===== config.mk =====
export PLATFORM = sky130hd
export DESIGN_NAME = lsu_align_fmt
export DESIGN_NICKNAME = d
export VERILOG_FILES = /design/src/rtl/lsu_align_pkg.sv /design/src/rtl/lsu_agen.sv /design/src/rtl/lsu_store_lanes.sv /design/src/rtl/lsu_load_fmt.sv /design/src/rtl/lsu_align_fmt.sv
export SDC_FILE = /design/constraint.sdc
export NUM_CORES = 1
export LEC_CHECK = 0
export ABC_AREA = 1
export BUFFER_PORTS_ARGS = -buffer_cell sky130_fd_sc_hd__clkbuf_2
export CAP_MARGIN = 20
export CORE_UTILIZATION = 28
export DETAILED_ROUTE_END_ITERATION = 10
export GPL_ROUTABILITY_DRIVEN = 0
export SETUP_SLACK_MARGIN = 0.15
export SKIP_LAST_GASP = 1
export SYNTH_ARGS = -nofsm -noshare
export SYNTH_HDL_FRONTEND = slang
export SYNTH_HIERARCHICAL = 1
export SYNTH_SLANG_ARGS = --single-unit

===== constraint.sdc =====
create_clock -name clk_i -period 9.6 [get_ports clk_i]
set_input_delay 1.92 -clock clk_i [delete_from_list [all_inputs] [get_ports clk_i]]
set_output_delay 1.92 -clock clk_i [all_outputs]
set_load 0.02 [all_outputs]

===== src/rtl/lsu_align_pkg.sv =====
package lsu_align_pkg;
  typedef enum logic [1:0] {
    ACC_B1 = 2'd0,
    ACC_B2 = 2'd1,
    ACC_B4 = 2'd2,
    ACC_B8 = 2'd3
  } acc_size_e;

  typedef enum logic [1:0] {
    RG_USER = 2'd0,
    RG_KERN = 2'd1,
    RG_SLOW = 2'd2
  } region_e;
endpackage


===== src/rtl/lsu_agen.sv =====
module lsu_agen
  import lsu_align_pkg::*;
#(
  parameter int AW         = 64,
  parameter int OW         = 32,
  parameter int LANE_W     = 3,
  parameter int REGION_LSB = 40,
  parameter logic [AW-REGION_LSB-1:0] KERNEL_TOP = '1
) (
  input  logic [AW-1:0] base_i,
  input  logic [OW-1:0] offset_i,
  input  acc_size_e     size_i,
  input  logic          uq_i,
  output logic [AW-1:0] ea_o,
  output logic          misalign_o,
  output region_e       region_o
);
  localparam int TOP_W = AW - REGION_LSB;

  logic [AW-1:0]     ea_raw;
  logic [LANE_W-1:0] amask;
  logic [TOP_W-1:0]  top;

  assign ea_raw = base_i + {{(AW-OW){offset_i[OW-1]}}, offset_i};
  assign ea_o   = uq_i ? {ea_raw[AW-1:LANE_W], {LANE_W{1'b0}}} : ea_raw;

  always_comb begin
    unique case (size_i)
      ACC_B1:  amask = LANE_W'(0);
      ACC_B2:  amask = LANE_W'(1);
      ACC_B4:  amask = LANE_W'(3);
      default: amask = LANE_W'(7);
    endcase
  end

  // low address bits are the only page-offset bits a natural alignment test needs
  assign misalign_o = |(ea_o[LANE_W-1:0] & amask);

  assign top = ea_o[AW-1:REGION_LSB];

  always_comb begin
    if (top == '0)              region_o = RG_USER;
    else if (top == KERNEL_TOP) region_o = RG_KERN;
    else                        region_o = RG_SLOW;
  end
endmodule


===== src/rtl/lsu_store_lanes.sv =====
module lsu_store_lanes
  import lsu_align_pkg::*;
#(
  parameter int DW = 64
) (
  input  acc_size_e                   size_i,
  input  logic [$clog2(DW/8)-1:0]     lane_i,
  input  logic [DW-1:0]               data_i,
  output logic [DW/8-1:0]             be_o,
  output logic [DW-1:0]               wdata_o
);
  localparam int NB     = DW / 8;
  localparam int LANE_W = $clog2(NB);
  localparam int CW     = LANE_W + 2;

  logic [CW-1:0] nbytes;
  logic [CW-1:0] lane_ext;
  logic [DW-1:0] shifted;

  assign nbytes   = CW'(1) << size_i;
  assign lane_ext = CW'(lane_i);
  assign shifted  = data_i << {lane_i, 3'b000};

  for (genvar i = 0; i < NB; i++) begin : g_lane
    assign be_o[i] = (CW'(i) >= lane_ext) && (CW'(i) < lane_ext + nbytes);
    assign wdata_o[8*i +: 8] = be_o[i] ? shifted[8*i +: 8] : 8'h00;
  end
endmodule


===== src/rtl/lsu_load_fmt.sv =====
module lsu_load_fmt
  import lsu_align_pkg::*;
#(
  parameter int DW = 64
) (
  input  logic [DW-1:0]               rdata_i,
  input  acc_size_e                   size_i,
  input  logic [$clog2(DW/8)-1:0]     lane_i,
  output logic [DW-1:0]               result_o
);
  localparam int NB     = DW / 8;
  localparam int LANE_W = $clog2(NB);
  localparam int CW     = LANE_W + 2;
  localparam int SBIT   = DW / 2 - 1;

  logic [DW-1:0] shifted;
  logic [CW-1:0] nbytes;
  logic          fill;

  assign shifted = rdata_i >> {lane_i, 3'b000};
  assign nbytes  = CW'(1) << size_i;
  // only the half-width load widens with its sign
  assign fill    = (size_i == ACC_B4) & shifted[SBIT];

  for (genvar i = 0; i < NB; i++) begin : g_byte
    assign result_o[8*i +: 8] = (CW'(i) < nbytes) ? shifted[8*i +: 8] : {8{fill}};
  end
endmodule


===== src/rtl/lsu_align_fmt.sv =====
module lsu_align_fmt
  import lsu_align_pkg::*;
#(
  parameter int DATA_W     = 64,
  parameter int OFF_W      = 32,
  parameter int REGION_LSB = 40,
  parameter logic [DATA_W-REGION_LSB-1:0] KERNEL_TOP = '1,
  localparam int NB        = DATA_W / 8,
  localparam int LANE_W    = $clog2(NB)
) (
  input  logic              clk_i,
  input  logic              rst_ni,
  input  logic              req_valid_i,
  input  logic              req_store_i,
  input  logic [1:0]        req_size_i,
  input  logic              req_uq_i,
  input  logic [DATA_W-1:0] base_i,
  input  logic [OFF_W-1:0]  offset_i,
  input  logic [DATA_W-1:0] store_data_i,
  output logic              mem_valid_o,
  output logic              mem_we_o,
  output logic [DATA_W-1:0] mem_addr_o,
  output logic [NB-1:0]     mem_be_o,
  output logic [DATA_W-1:0] mem_wdata_o,
  output logic              misalign_o,
  output logic              slow_o,
  output logic [1:0]        region_o,
  input  logic              mem_rvalid_i,
  input  logic [DATA_W-1:0] mem_rdata_i,
  output logic              load_valid_o,
  output logic [DATA_W-1:0] load_data_o
);
  acc_size_e         eff_size;
  logic [DATA_W-1:0] ea;
  logic              mis;
  region_e           region;
  logic              slow;

  acc_size_e         pend_size_q;
  logic [LANE_W-1:0] pend_lane_q;
  logic [DATA_W-1:0] fmt_data;
  logic              load_valid_q;
  logic [DATA_W-1:0] load_data_q;

  assign eff_size = req_uq_i ? ACC_B8 : acc_size_e'(req_size_i);

  lsu_agen #(
    .AW(DATA_W), .OW(OFF_W), .LANE_W(LANE_W),
    .REGION_LSB(REGION_LSB), .KERNEL_TOP(KERNEL_TOP)
  ) u_agen (
    .base_i    (base_i),
    .offset_i  (offset_i),
    .size_i    (eff_size),
    .uq_i      (req_uq_i),
    .ea_o      (ea),
    .misalign_o(mis),
    .region_o  (region)
  );

  lsu_store_lanes #(.DW(DATA_W)) u_st (
    .size_i (eff_size),
    .lane_i (ea[LANE_W-1:0]),
    .data_i (store_data_i),
    .be_o   (mem_be_o),
    .wdata_o(mem_wdata_o)
  );

  assign slow        = mis | (region == RG_SLOW);
  assign misalign_o  = req_valid_i & mis;
  assign slow_o      = req_valid_i & slow;
  assign mem_valid_o = req_valid_i & ~slow;
  assign mem_we_o    = req_store_i;
  assign mem_addr_o  = ea;
  assign region_o    = region;

  // one load outstanding: remember how to format its return
  always_ff @(posedge clk_i or negedge rst_ni) begin
    if (!rst_ni) begin
      pend_size_q <= ACC_B8;
      pend_lane_q <= '0;
    end else if (mem_valid_o && !req_store_i) begin
      pend_size_q <= eff_size;
      pend_lane_q <= ea[LANE_W-1:0];
    end
  end

  lsu_load_fmt #(.DW(DATA_W)) u_ld (
    .rdata_i (mem_rdata_i),
    .size_i  (pend_size_q),
    .lane_i  (pend_lane_q),
    .result_o(fmt_data)
  );

  always_ff @(posedge clk_i or negedge rst_ni) begin
    if (!rst_ni) begin
      load_valid_q <= 1'b0;
      load_data_q  <= '0;
    end else begin
      load_valid_q <= mem_rvalid_i;
      if (mem_rvalid_i) load_data_q <= fmt_data;
    end
  end

  assign load_valid_o = load_valid_q;
  assign load_data_o  = load_data_q;
endmodule


; ---- Word-level counts from Yosys, hierarchy flattened
; Cells that the tools add are included.
[word_totals]
ff_bits = 70
inputBits = 232
[op_classes]
add_sub_neg = 2
magnitude_cmp = 24
n_eq_ne = 5
shifts = 4
mux = 21
bitwise_logic = 7
n_reduce_logical = 13
[ops]
columns = op, n
row1 = $mux 8, 16
row2 = $add 64x64->64, 1
row3 = $shl 64x6->64, 1
row4 = $shr 64x6->64, 1
row5 = $lt 3x5->1 const A, 8
row6 = $eq 24x24->1 const B, 1
row7 = $logic_not 24->1, 1
row8 = $lt 1x5->1 const A, 4
row9 = $lt 2x5->1 const A, 4
row10 = $ge 3x3->1 const A, 4
row11 = $shl 1x2->5 const A, 2
row12 = $logic_and 1x1->1, 9
row13 = $pmux 3 s3, 1
row14 = $eq 2x2->1 const B, 3
row15 = $ge 1x3->1 const A, 2
row16 = $ge 2x3->1 const A, 2
row17 = $mux 2, 3
row18 = $add 3x5->5, 1
row19 = $and 1x1->1, 4
row20 = $and 3x3->3, 1
row21 = $mux 3, 1
row22 = $reduce_or 3->1, 1
row23 = $eq 2x1->1 const B, 1
row24 = $logic_not 2->1, 1
row25 = 3 further kinds, 3

; ---- Longest topological paths before layout
; Gate-level depths: netlist of run 1.
[depth]
word_depth = 9
ltp_mapped = 25
ltp_nobuf = 25

; ---- Cells and area by module
; Netlist of run 1, hierarchy kept.
[by_module_without_submodules]
columns = module, n_inst, cells_each, area_per_inst_um2, seq_area_each_um2
row1 = lsu_agen, 1, 1404, 6458.7, 0.0
row2 = lsu_align_fmt, 1, 172, 2974.1, 1754.2
row3 = lsu_load_fmt, 1, 489, 2205.9, 0.0
row4 = lsu_store_lanes, 1, 449, 2189.6, 0.0

; ---- Least setup slack after synthesis of run 1
; Ideal clock, no wire load.
[synth_timing]
path_type = input port to output port
startpoint = input port base_i[0]
endpoint = output port mem_wdata_o[59]
t_arrival_ns = 5.197
required_ns = 7.680
slack_ns = 2.483
path_stages = 12
cell_sequence = ha_1 -> inv_1 -> fa_1 -> inv_1 -> nor2_1 -> nor3b_1 -> ha_1 -> a21oi_1 -> nand3_2 -> nand2_4 -> inv_2 -> nor3_1
[synth_via]
elab_chain_len = 6
elab_cells_between_ends = 8
classes_between = 2 x add/sub / 2 x order compare / 1 x shift / 2 x mux / 1 x reduce/logical
[synth_lines]
columns = item, line_no
row1 = "start, declared", lsu_align_fmt.sv:17  ; input logic [DATA_W-1:0] base_i,
row2 = $add 64x64->64 *, lsu_agen.sv:24  ; assign ea_raw = base_i + {{(AW-OW){offset_i[OW-1]}}, offset_i};
row3 = $mux 3 *, lsu_agen.sv:25  ; assign ea_o = uq_i ? {ea_raw[AW-1:LANE_W], {LANE_W{1'b0}}} : ea_raw;
row4 = named net mem_addr_o[2], lsu_align_fmt.sv:22  ; output logic [DATA_W-1:0] mem_addr_o,
row5 = $add 3x5->5, lsu_store_lanes.sv:25  ; assign be_o[i] = (CW'(i) >= lane_ext) && (CW'(i) < lane_ext + nbytes);
row6 = $lt 3x5->1, lsu_store_lanes.sv:25
row7 = $logic_and 1x1->1 *, lsu_store_lanes.sv:25
row8 = named net mem_be_o[7], lsu_align_fmt.sv:23  ; output logic [NB-1:0] mem_be_o,
row9 = $mux 8 *, lsu_store_lanes.sv:26  ; assign wdata_o[8*i +: 8] = be_o[i] ? shifted[8*i +: 8] : 8'h00;
row10 = "end, declared", lsu_align_fmt.sv:24  ; output logic [DATA_W-1:0] mem_wdata_o,
; Mark *: on every way through the listed nets, which the timed path passes. The rest lies on a longest branch.

; ---- Worst setup path after layout of run 1
[layout_timing]
startpoint = input port offset_i[31]
endpoint = output port mem_valid_o
[layout_via]
elab_chain_len = 8
elab_cells_between_ends = 9
classes_between = 1 x add/sub / 2 x eq/ne / 2 x mux / 3 x bitwise / 1 x reduce/logical
[layout_lines]
columns = item, line_no
row1 = "start, declared", lsu_align_fmt.sv:18  ; input logic [OFF_W-1:0] offset_i,
row2 = $add 64x64->64 *, lsu_agen.sv:24
row3 = $eq 24x24->1, lsu_agen.sv:43  ; else if (top == KERNEL_TOP) region_o = RG_KERN;
row4 = $mux 2, lsu_agen.sv:43
row5 = $mux 2 *, lsu_agen.sv:42  ; if (top == '0) region_o = RG_USER;
row6 = $eq 2x2->1 *, lsu_align_fmt.sv:68  ; assign slow = mis | (region == RG_SLOW);
row7 = $or 1x1->1 *, lsu_align_fmt.sv:68
row8 = $not 1->1 *, lsu_align_fmt.sv:71  ; assign mem_valid_o = req_valid_i & ~slow;
row9 = $and 1x1->1 *, lsu_align_fmt.sv:71
row10 = "end, declared", lsu_align_fmt.sv:20  ; output logic mem_valid_o,
; Mark *: on every way between the ends. The rest lies on a longest branch, timed or not.

==> impl_summary.log, run 1 <==
INFO  metric timing.clock.skew = around 0.010 ns
INFO  metric floorplan.rows = 81
INFO  metric cts_made_buffers = 9
INFO  metric netSwitchingFraction = between 50% and 60%
INFO  metric initialDrtViolationCount = about 1,400
INFO  metric leakagePower = between 10 and 15 nW
INFO  metric cts_tree = yes
INFO  metric stages_on_the_worst_setup_path = 19
INFO  metric post-route-drc-count = 0
INFO  metric floorplan.initialDensity = 28.3%
INFO  metric place_worst_setup_slack = around 1.6 ns
INFO  metric holdBufCountCts = 0
INFO  metric crit_slowest_cell = sky130_fd_sc_hd__ha_1
INFO  metric yosys_warnings = 6
INFO  metric worstReg2RegStart = pend_lane_q[0]
INFO  metric cts.repair_timing.setup_buffer_count = 0
INFO  metric setup_viol = 0
INFO  metric tightestPinTransition = 1.10 ns
INFO  metric timing.fmax = about 120 MHz
INFO  metric grt_first_pass_wirelength = approximately 87 mm
INFO  metric cp_data_arrival_time = 6.11 ns
INFO  metric crit_path_start = offset_i[31]
INFO  metric die_width = ~220 um
INFO  metric multiInputGateArea = 9990 um^2
INFO  metric critical_path.n_buffers_inverters = 4
INFO  metric global_route.usage.total = 22.0%
INFO  metric switchingPower = between 0.8 and 0.9 mW
INFO  metric setup_tns = 0 ns
INFO  metric cts.path.max_buffers = 2
INFO  metric vias_in_the_first_global_route = 15,400
INFO  metric list_of_cells_traversed_by_the_critical_path = clkbuf_2 > ha_1 > nand2_1 > nor2_1 > nand2_1 > nor2_1 > nand3_1 > nand3_1 > nand2_1 > nand2_1 > nand4_1 > nor2_1 > nand2_1 > nor2_1 > inv_1 > a21oi_1 > inv_1 > nor2_1 > clkbuf_2
INFO  metric crit_family = simple AND/OR/NAND/NOR gates
INFO  metric overflow = 0
INFO  metric core_region_area = 48,800 um^2
INFO  metric timing.slew.headroom = a little over a quarter
INFO  metric cts-root-buf = sky130_fd_sc_hd__clkbuf_16
INFO  metric clock_power_share = a little over a fifth
INFO  metric ys_top_cells_by_area = sky130_fd_sc_hd__nand2_1 (28%), sky130_fd_sc_hd__dfrtp_1 (12%), sky130_fd_sc_hd__inv_1 (10%), sky130_fd_sc_hd__nand3_1 (6.8%), sky130_fd_sc_hd__mux2_4 (6.5%)
INFO  metric post_route_cells_drive_above_1_share = 22.2%
INFO  metric clk-insertion-delay-late = between 0.3 and 0.4 ns
INFO  metric library_cell_occupying_the_most_area_in_the_post_synthesis_netlist = sky130_fd_sc_hd__nand2_1
INFO  metric number_of_antenna_violations_at_the_first_check_in_global_routing = 0
INFO  metric placedCellCount = 3,552
INFO  metric detail-route-antenna-nets = 0
INFO  metric yosys_most_used_dff = sky130_fd_sc_hd__dfrtp_1
INFO  metric period_needed = 8.03 ns
INFO  metric clock_sinks = 70
INFO  metric htree_levels = 3
INFO  metric hold_path_depth = 2
INFO  metric postRouteWirelength = between 50 and 60 mm
INFO  metric register_area = 1760 um^2
INFO  metric drv_slew = 0
INFO  metric post_synthesis_cell_area = around 14,000 um^2
INFO  metric design.final.nets = 3,199
INFO  metric post_synth_inst_count = ~2,500
INFO  metric finalCritPeriodShare = approximately 84%
INFO  metric crit-reg2reg-capture = load_data_o[34]
INFO  metric unrepaired_setup_endpoints_after_global_routing = no
INFO  metric area_delta_synth_final = 20.7%
INFO  metric peakVddDrop = ~0.066 mV
INFO  metric worst-setup-path-type = in -> out
INFO  metric critical_path_peak_fanout = 33
INFO  metric buffer_ports.inserted = 438
INFO  metric async_reset_ff_share = 100%
INFO  metric final-instance-count-excl-fill = 3,567
INFO  metric worst-r2r-setup-slack = slightly above 7 ns
INFO  metric cts_resized = 0
INFO  metric num_antenna_cells = 0
INFO  metric fillers = ~5,700
INFO  metric vias = 16,900
INFO  metric finalHoldViolCount = 0
INFO  metric critical_path_destination = mem_valid_o
INFO  metric via_per_inst = approximately 4.7
INFO  metric syn_nets = between 2,000 and 3,000
INFO  metric die-height = approximately 220 um
INFO  metric max-cap-violations = 0
INFO  metric critPathMaxStageDelay = around 0.57 ns
INFO  metric clock_pin_slew_reported_for_the_worst_setup_and_hold_paths_after_clock_tree_synthesis = 0.05 ns
INFO  metric area_enclosed_by_the_die_boundary = between 50,000 and 60,000 um^2
INFO  metric worst-r2r-cell-count = 7
INFO  metric critical_path.endpoint_type = output port
INFO  metric synth.lib_cells_used.distinct = 52
INFO  metric place_hpwl = approximately 47 mm
INFO  metric synthesized_area_per_cell = about 5.5 um^2
INFO  metric share_comb_of_total_power = between 60% and 70%
INFO  metric top_level_ports = approximately 440
INFO  metric grt_max_degree = slightly above 80
INFO  metric synth_top_cell_area_share = between 20% and 30%
INFO  metric outcome = finished, final reports clean
INFO  metric power.internal = about 0.84 mW
INFO  metric pwr-share-seq = 17.9%
INFO  metric synth-seq-cells = 70
INFO  metric power_density = 101 nW/um^2
INFO  metric layout_setup_ws = approximately 1.6 ns
INFO  metric critPathLaunchType = input port
INFO  metric wl_per_cell = 16.2 um
INFO  metric worst_ep_required_time = roughly 7.7 ns
INFO  metric worstHoldPathType = reg -> reg
INFO  metric synth_edf_count = 0
INFO  metric detailedRoute.firstPassIterationCount = 7
INFO  metric synth_seq_area_share = about an eighth
[through the flow]
step	power [mW]	cell area [um^2]	hold slack, ns	util (%)
final	1.68	16700	0.485	34.2
after CTS	1.68	16700	0.492	34.2
after global routing	1.80	16700	0.514	34.2
after detailed placement	1.31	16400	0.483	33.5
after floorplan	0.966	13800	0.451	-
after global placement	1.32	16400	0.486	33.5
[power by group through the flow]
| stage | clock [mW] | sequential, mW | combinational [mW] |
|---|---|---|---|
| detailed placement | 0 | 0.306 | 1.01 |
| CTS | 0.367 | 0.301 | 1.01 |
| finish | 0.360 | 0.301 | 1.02 |
| global route | 0.381 | 0.301 | 1.11 |
| global placement | 0 | 0.306 | 1.01 |
| floorplan | 0 | 0.310 | 0.656 |
[placed cells by master (no fill, tap or decap), types with 3 or more instances in the layout]
master,instances
sky130_fd_sc_hd__a21oi_1,85
sky130_fd_sc_hd__a22oi_2,3
sky130_fd_sc_hd__a31oi_1,8
sky130_fd_sc_hd__and3_1,7
sky130_fd_sc_hd__buf_4,13
sky130_fd_sc_hd__clkbuf_16,9
sky130_fd_sc_hd__clkbuf_2,436
sky130_fd_sc_hd__dfrtp_1,66
sky130_fd_sc_hd__ha_1,66
sky130_fd_sc_hd__inv_1,380
sky130_fd_sc_hd__inv_2,20
sky130_fd_sc_hd__mux2_2,4
sky130_fd_sc_hd__mux2_4,60
sky130_fd_sc_hd__nand2_1,1043
sky130_fd_sc_hd__nand2_2,27
sky130_fd_sc_hd__nand2_4,4
sky130_fd_sc_hd__nand3_1,187
sky130_fd_sc_hd__nand3_2,6
sky130_fd_sc_hd__nand4_1,24
sky130_fd_sc_hd__nor2_1,198
sky130_fd_sc_hd__nor2_2,25
sky130_fd_sc_hd__nor2_4,3
sky130_fd_sc_hd__nor3_1,17
sky130_fd_sc_hd__nor3_2,3
sky130_fd_sc_hd__o211ai_1,24
sky130_fd_sc_hd__o21ai_0,75
sky130_fd_sc_hd__o21ai_1,20
sky130_fd_sc_hd__o21ai_2,6
sky130_fd_sc_hd__o21bai_1,4
sky130_fd_sc_hd__o221ai_1,3
sky130_fd_sc_hd__or2_2,9
sky130_fd_sc_hd__xnor2_1,9
sky130_fd_sc_hd__xor2_1,29
[registers in the layout, summed over array words and instances, names as in the netlist]
signal	flops
load_data_o	64
pend_lane_q	3
pend_size_q	2
load_valid_o	1
[cell families after synthesis]
logic type,synth area share (%)
adders and majority gates,6.26
buffers and inverters,15.3
DFF,12.7
xor gates and xnor gates,2.41
AOI/OAI and AO/OA,9.35
muxes,6.84
and+or+nand+nor,47.2
[per-layer routing]
| layer | up-vias | wire [um] | GRT usage [%] |
|---|---|---|---|
| li1 | 8603 | - | - |
| met1 | 7512 | 26300 | 31.4 |
| met2 | 704 | 25200 | 34.9 |
| met3 | 56 | 4930 | 3.17 |
| met4 | 0 | 1160 | 4.78 |
| met5 | - | 0 | 0 |
[Yosys cell counts, drive strengths merged (2+ instances only)]
library cell / instances
a21boi: 2
a21oi: 85
a22oi: 3
a31oi: 8
and2: 2
and3: 7
buf: 65
clkbuf: 10
clkinv: 2
dfrtp: 68
dfstp: 2
fa: 2
ha: 66
inv: 401
mux2: 64
nand2: 1074
nand3: 194
nand4: 24
nor2: 227
nor3: 21
nor4: 3
o211ai: 24
o21ai: 101
o21bai: 4
o221ai: 3
or2: 12
xnor2: 9
xor2: 29
[worst register-to-register path, cell delays in order (launching register included)]
cell and delay (ns):
sky130_fd_sc_hd__dfrtp_2 0.36, sky130_fd_sc_hd__buf_4 0.58, sky130_fd_sc_hd__nand2_1 0.23, sky130_fd_sc_hd__nand3_1 0.13
sky130_fd_sc_hd__nand3_2 0.12, sky130_fd_sc_hd__nand3_4 0.33, sky130_fd_sc_hd__nand2_1 0.23, sky130_fd_sc_hd__mux2_4 0.29
[layout make-up]
class | instances | share of cell area (%)
multi-input cells | 1966 | 59.9
repair buffers | 449 | 13.7
flip-flops and latches | 70 | 10.5
inverters | 403 | 9.08
well taps | 664 | 4.98
clock buffers | 9 | 1.35
clock inverters | 6 | 0.525
[worst min-delay path by stage]
stage	start	to
6_report	pend_size_q[0]	pend_size_q[0]
3_5_place_dp	pend_size_q[0]	pend_size_q[0]
2_1_floorplan	pend_lane_q[1]	pend_lane_q[1]
5_1_grt	pend_size_q[0]	pend_size_q[0]
4_1_cts	pend_size_q[0]	pend_size_q[0]
3_3_place_gp	pend_size_q[0]	pend_size_q[0]
Note: power is estimated with default switching activity, not from simulation.
==> run 2, diff against run 1 <==
==> constraint.sdc (replaced) <==
create_clock -name clk_i -period 6.8 [get_ports clk_i]
set_input_delay 1.36 -clock clk_i [delete_from_list [all_inputs] [get_ports clk_i]]
set_output_delay 1.36 -clock clk_i [all_outputs]
set_load 0.02 [all_outputs]
==> run 2 against run 1 <==
Net effect:
- global-route usage rose by 0.21 points
- via count rose by 0.69%
- combinational power increased by 42%
- die area did not move
- largest power group unchanged
==> impl_summary.log, run 2 (synthesis results as in run 1) <==
INFO  metric outcome = finished, final reports clean
INFO  metric grt_max_degree = 83 (unchanged)
INFO  metric core_region_area = 48,800 um^2 (unchanged)
INFO  metric mostFrequentLayoutCell = sky130_fd_sc_hd__nand2_1
INFO  metric worst_ep_required_time = 5.44 ns (-2.24 ns)
INFO  metric finalCritPeriodShare = about 90%
INFO  metric place_hpwl = 47.6 mm (+1.5%)
INFO  metric via_per_inst = 4.75 (+0.44%)
INFO  metric cts_tree = yes
INFO  metric cts-root-buf = sky130_fd_sc_hd__clkbuf_16
INFO  metric post-route-drc-count = 0 (unchanged)
INFO  metric critPathMaxStageDelay = 0.42 ns (-0.15 ns)
INFO  metric timing.fmax = between 150 and 200 MHz
INFO  metric cts_made_buffers = 9 (unchanged)
INFO  metric timing.slew.headroom = 36.5% (+10 points)
INFO  metric power_density = 143 nW/um^2 (+42%)
INFO  metric drv_slew = 0 (unchanged)
INFO  metric placedInstanceArea = 16,400 um^2 (+0.37%)
INFO  metric clk-insertion-delay-late = 0.34 ns (about the same)
INFO  metric worst-r2r-cell-count = 6 (-1)
INFO  metric timing.clock.skew = 0.00888 ns (-0.00109 ns)
INFO  metric cts.path.max_buffers = 2 (unchanged)
INFO  metric detailedRoute.firstPassIterationCount = 6 (-1)
INFO  metric unrepaired_setup_endpoints_after_global_routing = no
INFO  metric finalHoldViolCount = 0 (unchanged)
INFO  metric floorplan.initialDensity = 28.3% (unchanged)
INFO  metric crit-reg2reg-capture = load_data_o[34]
INFO  metric critical_path_destination = mem_valid_o
INFO  metric leakagePower = 10.3 nW (+0.37%)
INFO  metric crit_top_cell = sky130_fd_sc_hd__nand2_1
INFO  metric grt_first_pass_wirelength = 87.9 mm (+1.0%)
INFO  metric cts_resized = 0 (unchanged)
INFO  metric global_route.usage.total = 22.2% (+0.21 points)
INFO  metric worstHoldPathType = reg -> reg
INFO  metric finalHoldWorstSlack = 0.485 ns (+0.000860 ns)
INFO  metric cts.repair_timing.setup_buffer_count = 0 (unchanged)
INFO  metric largest_register_ff_count = 64 (unchanged)
INFO  metric die-height = 224 um (unchanged)
INFO  metric clock_pin_slew_reported_for_the_worst_setup_and_hold_paths_after_clock_tree_synthesis = 0.06 ns (about the same)
INFO  metric postRouteWirelength = 57.9 mm (+0.48%)
INFO  metric initialDrtViolationCount = 1,522 (+5.4%)
INFO  metric critical_path_peak_fanout = 25 (-24%)
INFO  metric htree_levels = 3 (unchanged)
INFO  metric final_design_area_no_fill = 16,800 um^2 (+0.51%)
INFO  metric holdBufCountCts = 0 (unchanged)
INFO  metric final_cell_mix = sky130_fd_sc_hd__nand2_1 (1,043), sky130_fd_sc_hd__clkbuf_2 (435), sky130_fd_sc_hd__inv_1 (380), sky130_fd_sc_hd__nor2_1 (197), sky130_fd_sc_hd__nand3_1 (187)
INFO  metric post_route_cells_drive_above_1_share = 22.5% (+0.31 points)
INFO  metric design.final.nets = 3,207 (+0.25%)
INFO  metric area_enclosed_by_the_die_boundary = 50,300 um^2 (unchanged)
INFO  metric number_of_antenna_violations_at_the_first_check_in_global_routing = 1 (+1)
INFO  metric crit_path_start = offset_i[31]
INFO  metric max-cap-violations = 0 (unchanged)
INFO  metric detail-route-antenna-nets = 0 (unchanged)
INFO  metric buffer_ports.inserted = 438 (unchanged)
INFO  metric setup_tns = 0 ns (unchanged)
INFO  metric list_of_cells_traversed_by_the_critical_path = clkbuf_4 > buf_4 > ha_1 > nand2_1 > inv_1 > nand2_1 > nor3_2 > and2_1 > nand2_1 > nand2_1 > nand2_1 > nand2_2 > nand2_1 > nor2_1 > nand3_1 > nor2_1 > nor2_1 > a21oi_1 > buf_4 > inv_1 > nor2_1 > clkbuf_2
INFO  metric top_level_ports = 439 (unchanged)
INFO  metric wl_per_cell = 16.2 um (+0.23%)
INFO  metric period_needed = approximately 6.3 ns
INFO  metric worstReg2RegStart = pend_lane_q[2]
INFO  metric clock_sinks = 70 (unchanged)
INFO  metric floorplan.rows = 81 (unchanged)
INFO  metric cp_data_arrival_time = 4.94 ns (-1.17 ns)
INFO  metric worst-r2r-setup-slack = 4.36 ns (-2.86 ns)
INFO  metric peakVddDrop = 0.102 mV (+53%)
INFO  metric tightestPinTransition = 0.952 ns (-0.149 ns)
INFO  metric critPathLaunchType = input port
INFO  metric setup_viol = 0 (unchanged)
INFO  metric vias_in_the_first_global_route = 15,400 (-0.26%)
INFO  metric area_delta_synth_final = 21.3%
INFO  metric vias = 17,000 (+0.69%)
INFO  metric die_width = 224 um (unchanged)
INFO  metric crit_slowest_cell = sky130_fd_sc_hd__ha_1
INFO  metric critical_path.endpoint_type = output port
INFO  metric overflow = 0 (unchanged)
INFO  metric num_antenna_cells = 0 (unchanged)
INFO  metric worst-setup-path-type = in -> out
INFO  metric fillers = 5,619 (-0.93%)
[run 2: report_power, final]
part	internal, mW	switching, mW	total [mW]	leakage (nW)
combinational	0.443	1.01	1.45	9.22
sequential	0.422	0.00362	0.425	0.947
clock	0.324	0.196	0.520	0.153
total	1.19	1.21	2.40	10.3
[run 2: worst min path at each step]
stage                     depth (start not counted)               to             from  slack, ns
after global routing                              1  load_data_o[50]  load_data_o[50]       0.52
final                                             2   pend_size_q[0]   pend_size_q[0]       0.49
after CTS                                         2   pend_size_q[0]   pend_size_q[0]       0.49
after detailed placement                          2   pend_size_q[0]   pend_size_q[0]       0.48
after global placement                            2   pend_size_q[0]   pend_size_q[0]       0.48
after floorplan                                   2   pend_lane_q[1]   pend_lane_q[1]       0.45
[run 2: layout make-up]
class                      count  area (um^2)  share of cell area (%)
clock inverter                 6         93.8                   0.560
multi-input combinational   1966        10000                    59.6
inverter                     403         1520                    9.03
tap                          664          831                    4.95
sequential                    70         1760                    10.5
clock buffer                  10          229                    1.37
timing repair buffer         457         2340                    14.0
[run 2: routing by layer]
layer / routed length, um / global-route usage (%)
met1: 26800 / 32.0
met2: 25400 / 35.4
met3: 4650 / 2.97
met4: 957 / 4.06
met5: 13 / 0
[run 2: critical path: cells and delay by family]
kind	cells	cell delay, ns
AND/OR/NAND/NOR	14	1.92
AO/OA/AOI/OAI	1	0.18
adder cells (fa/ha/maj)	1	0.42
buffers and inverters	6	1.03
[run 2: per-stage QoR]
| stage | total power, mW | utilization (%) | setup WS [ns] | cells |
|---|---|---|---|---|
| 2_1_floorplan | 1.36 | - | 0.803 | 2514 |
| 3_3_place_gp | 1.87 | 33.6 | 0.168 | 3560 |
| 4_1_cts | 2.40 | 34.3 | 0.260 | 3576 |
| 6_report | 2.40 | 34.3 | 0.497 | 3576 |
| 5_1_grt | 2.56 | 34.3 | 0.181 | 3576 |
| 3_5_place_dp | 1.86 | 33.6 | 0.278 | 3560 |
==> run 3, diff against run 2 <==
--- a/config.mk
+++ b/config.mk
@@ -8,9 +8,11 @@
 export ABC_AREA = 1
 export BUFFER_PORTS_ARGS = -buffer_cell sky130_fd_sc_hd__clkbuf_2
 export CAP_MARGIN = 20
-export CORE_UTILIZATION = 28
+export CORE_UTILIZATION = 49
 export DETAILED_ROUTE_END_ITERATION = 10
 export GPL_ROUTABILITY_DRIVEN = 0
+export PLACE_DENSITY = 0.8
+export RECOVER_POWER = 100
 export SETUP_SLACK_MARGIN = 0.15
 export SKIP_LAST_GASP = 1
 export SYNTH_ARGS = -nofsm -noshare
==> constraint.sdc (replaced) <==
create_clock -name clk_i -period 6.8 [get_ports clk_i]
set_input_delay 1.36 -clock clk_i [delete_from_list [all_inputs] [get_ports clk_i]]
set_output_delay 1.36 -clock clk_i [all_outputs]
set_load 0.1 [all_outputs]
==> run 3 against run 2 <==
Net effect:
- the run now ends with max-capacitance violations, max-slew violations left
- total power increased by 37%
- hold slack worse by 0.012 ns
- global-route usage is 13 points higher
- die area decreased by 43%
- core utilization rose by 23 points
- clock skew decreased by 0.0023 ns
- critical endpoint is now mem_wdata_o[60]
- largest power group unchanged
==> impl_summary.log, run 3 (synthesis results as in run 1) <==
INFO  metric outcome = finished with violations
INFO  metric floorplan.initialDensity = 49.8% (+21 points)
INFO  metric cts.repair_timing.setup_buffer_count = 0 (unchanged)
INFO  metric setup_viol = 0 (unchanged)
INFO  metric total_power = 3.27 mW (+37%)
INFO  metric finalHoldViolCount = 0 (unchanged)
INFO  metric timing.fmax = 153 MHz (-3.5%)
INFO  metric grt_max_degree = 84 (+1.2%)
INFO  metric via_per_inst = 5.48 (+15%)
INFO  metric wl_met3 = 6.74 mm (+45%)
INFO  metric post_route_met1_wirelength = 21.2 mm (-21%)
INFO  metric grt_first_pass_wirelength = 81.2 mm (-7.7%)
INFO  metric holdBufCountCts = 0 (unchanged)
INFO  metric critical_path_peak_fanout = 35 (+40%)
INFO  metric mostFrequentLayoutCell = sky130_fd_sc_hd__nand2_1
INFO  metric peakVddDrop = 0.191 mV (+87%)
INFO  metric timing.slew.headroom = -149% (-190 points)
INFO  metric critPathLaunchType = input port
INFO  metric global_route.usage.total = 35.4% (+13 points)
INFO  metric place_hpwl = 42.4 mm (-11%)
INFO  metric wl_per_cell = 16.2 um (-0.24%)
INFO  metric postRouteWirelength = 53.0 mm (-8.4%)
INFO  metric power_density = 204 nW/um^2 (+43%)
INFO  metric largest_register_ff_count = 64 (unchanged)
INFO  metric cts_made_buffers = 9 (unchanged)
INFO  metric die-height = 170 um (-24%)
INFO  metric drv_slew = 272 (+272)
INFO  metric cts.path.max_buffers = 2 (unchanged)
INFO  metric max-cap-violations = 5 (+5)
INFO  metric leakagePower = 9.67 nW (-6.3%)
INFO  metric worst-setup-path-type = in -> out
INFO  metric floorplan.rows = 61 (-25%)
INFO  metric finalCritPeriodShare = 96.1% (+3.4 points)
INFO  metric die_width = 170 um (-24%)
INFO  metric vias = 18,000 (+6.0%)
INFO  metric clock_sinks = 70 (unchanged)
INFO  metric post-route-drc-count = 0 (unchanged)
INFO  metric vias_in_the_first_global_route = 16,100 (+4.6%)
INFO  metric detail-route-antenna-nets = 0 (unchanged)
INFO  metric buffer_ports.inserted = 438 (unchanged)
INFO  metric cp_data_arrival_time = 5.17 ns (+0.23 ns)
INFO  metric post_route_cells_drive_above_1_share = 16.2% (-6.3 points)
INFO  metric number_of_antenna_violations_at_the_first_check_in_global_routing = 1 (unchanged)
INFO  metric timing.clock.skew = 0.00656 ns (-0.00232 ns)
INFO  metric detailedRoute.firstPassIterationCount = 7 (+1)
INFO  metric violations = max-capacitance violations, max-slew violations
INFO  metric core_region_area = 27,800 um^2 (-43%)
INFO  metric area_enclosed_by_the_die_boundary = 28,900 um^2 (-43%)
INFO  metric final_design_area_no_fill = 16,000 um^2 (-4.4%)
INFO  metric wl_met2 = 22.5 mm (-12%)
INFO  metric htree_levels = 3 (unchanged)
INFO  metric setup_tns = 0 ns (unchanged)
INFO  metric placedInstanceArea = 16,200 um^2 (-1.3%)
INFO  metric cts_tree = yes
INFO  metric area_delta_synth_final = 15.9%
INFO  metric tightestPinTransition = 3.73 ns (+2.78 ns)
INFO  metric clock_pin_slew_reported_for_the_worst_setup_and_hold_paths_after_clock_tree_synthesis = 0.05 ns (about the same)
INFO  metric dr.max_layer_used = met4
INFO  metric clk-insertion-delay-late = 0.34 ns (about the same)
INFO  metric period_needed = 6.53 ns (+0.232 ns)
INFO  metric worst_ep_required_time = 5.44 ns (about the same)
INFO  metric worstHoldPathType = reg -> reg
INFO  metric unrepaired_setup_endpoints_after_global_routing = no
INFO  metric overflow = 0 (unchanged)
INFO  metric top_level_ports = 439 (unchanged)
INFO  metric initialDrtViolationCount = 2,378 (+56%)
INFO  metric design.final.nets = 3,200 (-0.22%)
INFO  metric cts-root-buf = sky130_fd_sc_hd__clkbuf_16
INFO  metric critical_path.endpoint_type = output port
INFO  metric fin_util = 57.7% (+23 points)
INFO  metric final_cell_mix = sky130_fd_sc_hd__nand2_1 (1,037), sky130_fd_sc_hd__inv_1 (381), sky130_fd_sc_hd__clkbuf_2 (280), sky130_fd_sc_hd__nand3_1 (189), sky130_fd_sc_hd__clkbuf_1 (164)
[run 3: cell count changes in the layout (fill, tap and decap cells not counted), sizes merged]
cell    delta
buf       -13
bufinv     -1
clkbuf     +8
diode      +1
inv        -1
[run 3: final timing paths]
kind	from	to	slack [ns]	cells after the start
setup / recovery	base_i[0]	mem_wdata_o[60]	0.27	15
hold / removal	pend_size_q[0]	pend_size_q[0]	0.47	2
setup reg to reg	pend_lane_q[0]	load_data_o[61]	1.91	9
hold reg to reg	pend_size_q[0]	pend_size_q[0]	0.47	2
max in group asynchronous	rst_ni	pend_lane_q[0]	2.00	2
min in group asynchronous	rst_ni	load_data_o[11]	2.39	2
[run 3: final cells by class]
class / instances / area [um^2]
Inverter: 403 / 1520
Antenna cell: 1 / 2.50
Multi-Input combinational cell: 1966 / 9920
Clock inverter: 4 / 47.5
Timing Repair Buffer: 450 / 2080
Clock buffer: 12 / 236
Tap cell: 378 / 473
Sequential cell: 70 / 1760
Fill cell: 2968 / 11800
[run 3: per-stage QoR]
stage / hold WS [ns] / setup WS, ns / instances
after floorplan: 0.451 / -0.272 / 2514
after global placement: 0.474 / 0.434 / 3267
after CTS: 0.477 / 0.398 / 3283
after detailed placement: 0.467 / 0.420 / 3267
final: 0.474 / 0.266 / 3284
after global routing: 0.489 / 0.130 / 3284
[run 3: power breakdown]
part           total, mW  switching, mW  internal [mW]
logic               2.38           1.98          0.409
registers          0.426        0.00445          0.422
clock network      0.460          0.177          0.283
total               3.27           2.16           1.11
[run 3: layer usage]
| layer | global-route usage, % | vias to the layer above |
|---|---|---|
| met5 | 0 | - |
| li1 | - | 8597 |
| met3 | 8.28 | 217 |
| met4 | 17.9 | 0 |
| met1 | 46.2 | 7973 |
| met2 | 54.4 | 1218 |
[run 3: what timing repair did]
action | in CTS | in global routing
endpoints found under the setup margin | 0 | 2
resized for setup | 0 | 2
endpoints found under the hold margin | 0 | 0
[run 3: worst max-delay path: stages]
cell and delay [ns]:
sky130_fd_sc_hd__clkbuf_2 0.08, sky130_fd_sc_hd__ha_1 0.21, sky130_fd_sc_hd__inv_1 0.07, sky130_fd_sc_hd__fa_1 0.35, sky130_fd_sc_hd__inv_1 0.09, sky130_fd_sc_hd__nor2_1 0.07
sky130_fd_sc_hd__nor3b_4 0.31, sky130_fd_sc_hd__clkbuf_2 0.74, sky130_fd_sc_hd__inv_2 0.39, sky130_fd_sc_hd__nand2_4 0.33, sky130_fd_sc_hd__inv_2 0.21, sky130_fd_sc_hd__nand2_1 0.14
sky130_fd_sc_hd__nand3_1 0.10, sky130_fd_sc_hd__a21oi_1 0.20, sky130_fd_sc_hd__clkbuf_2 0.50
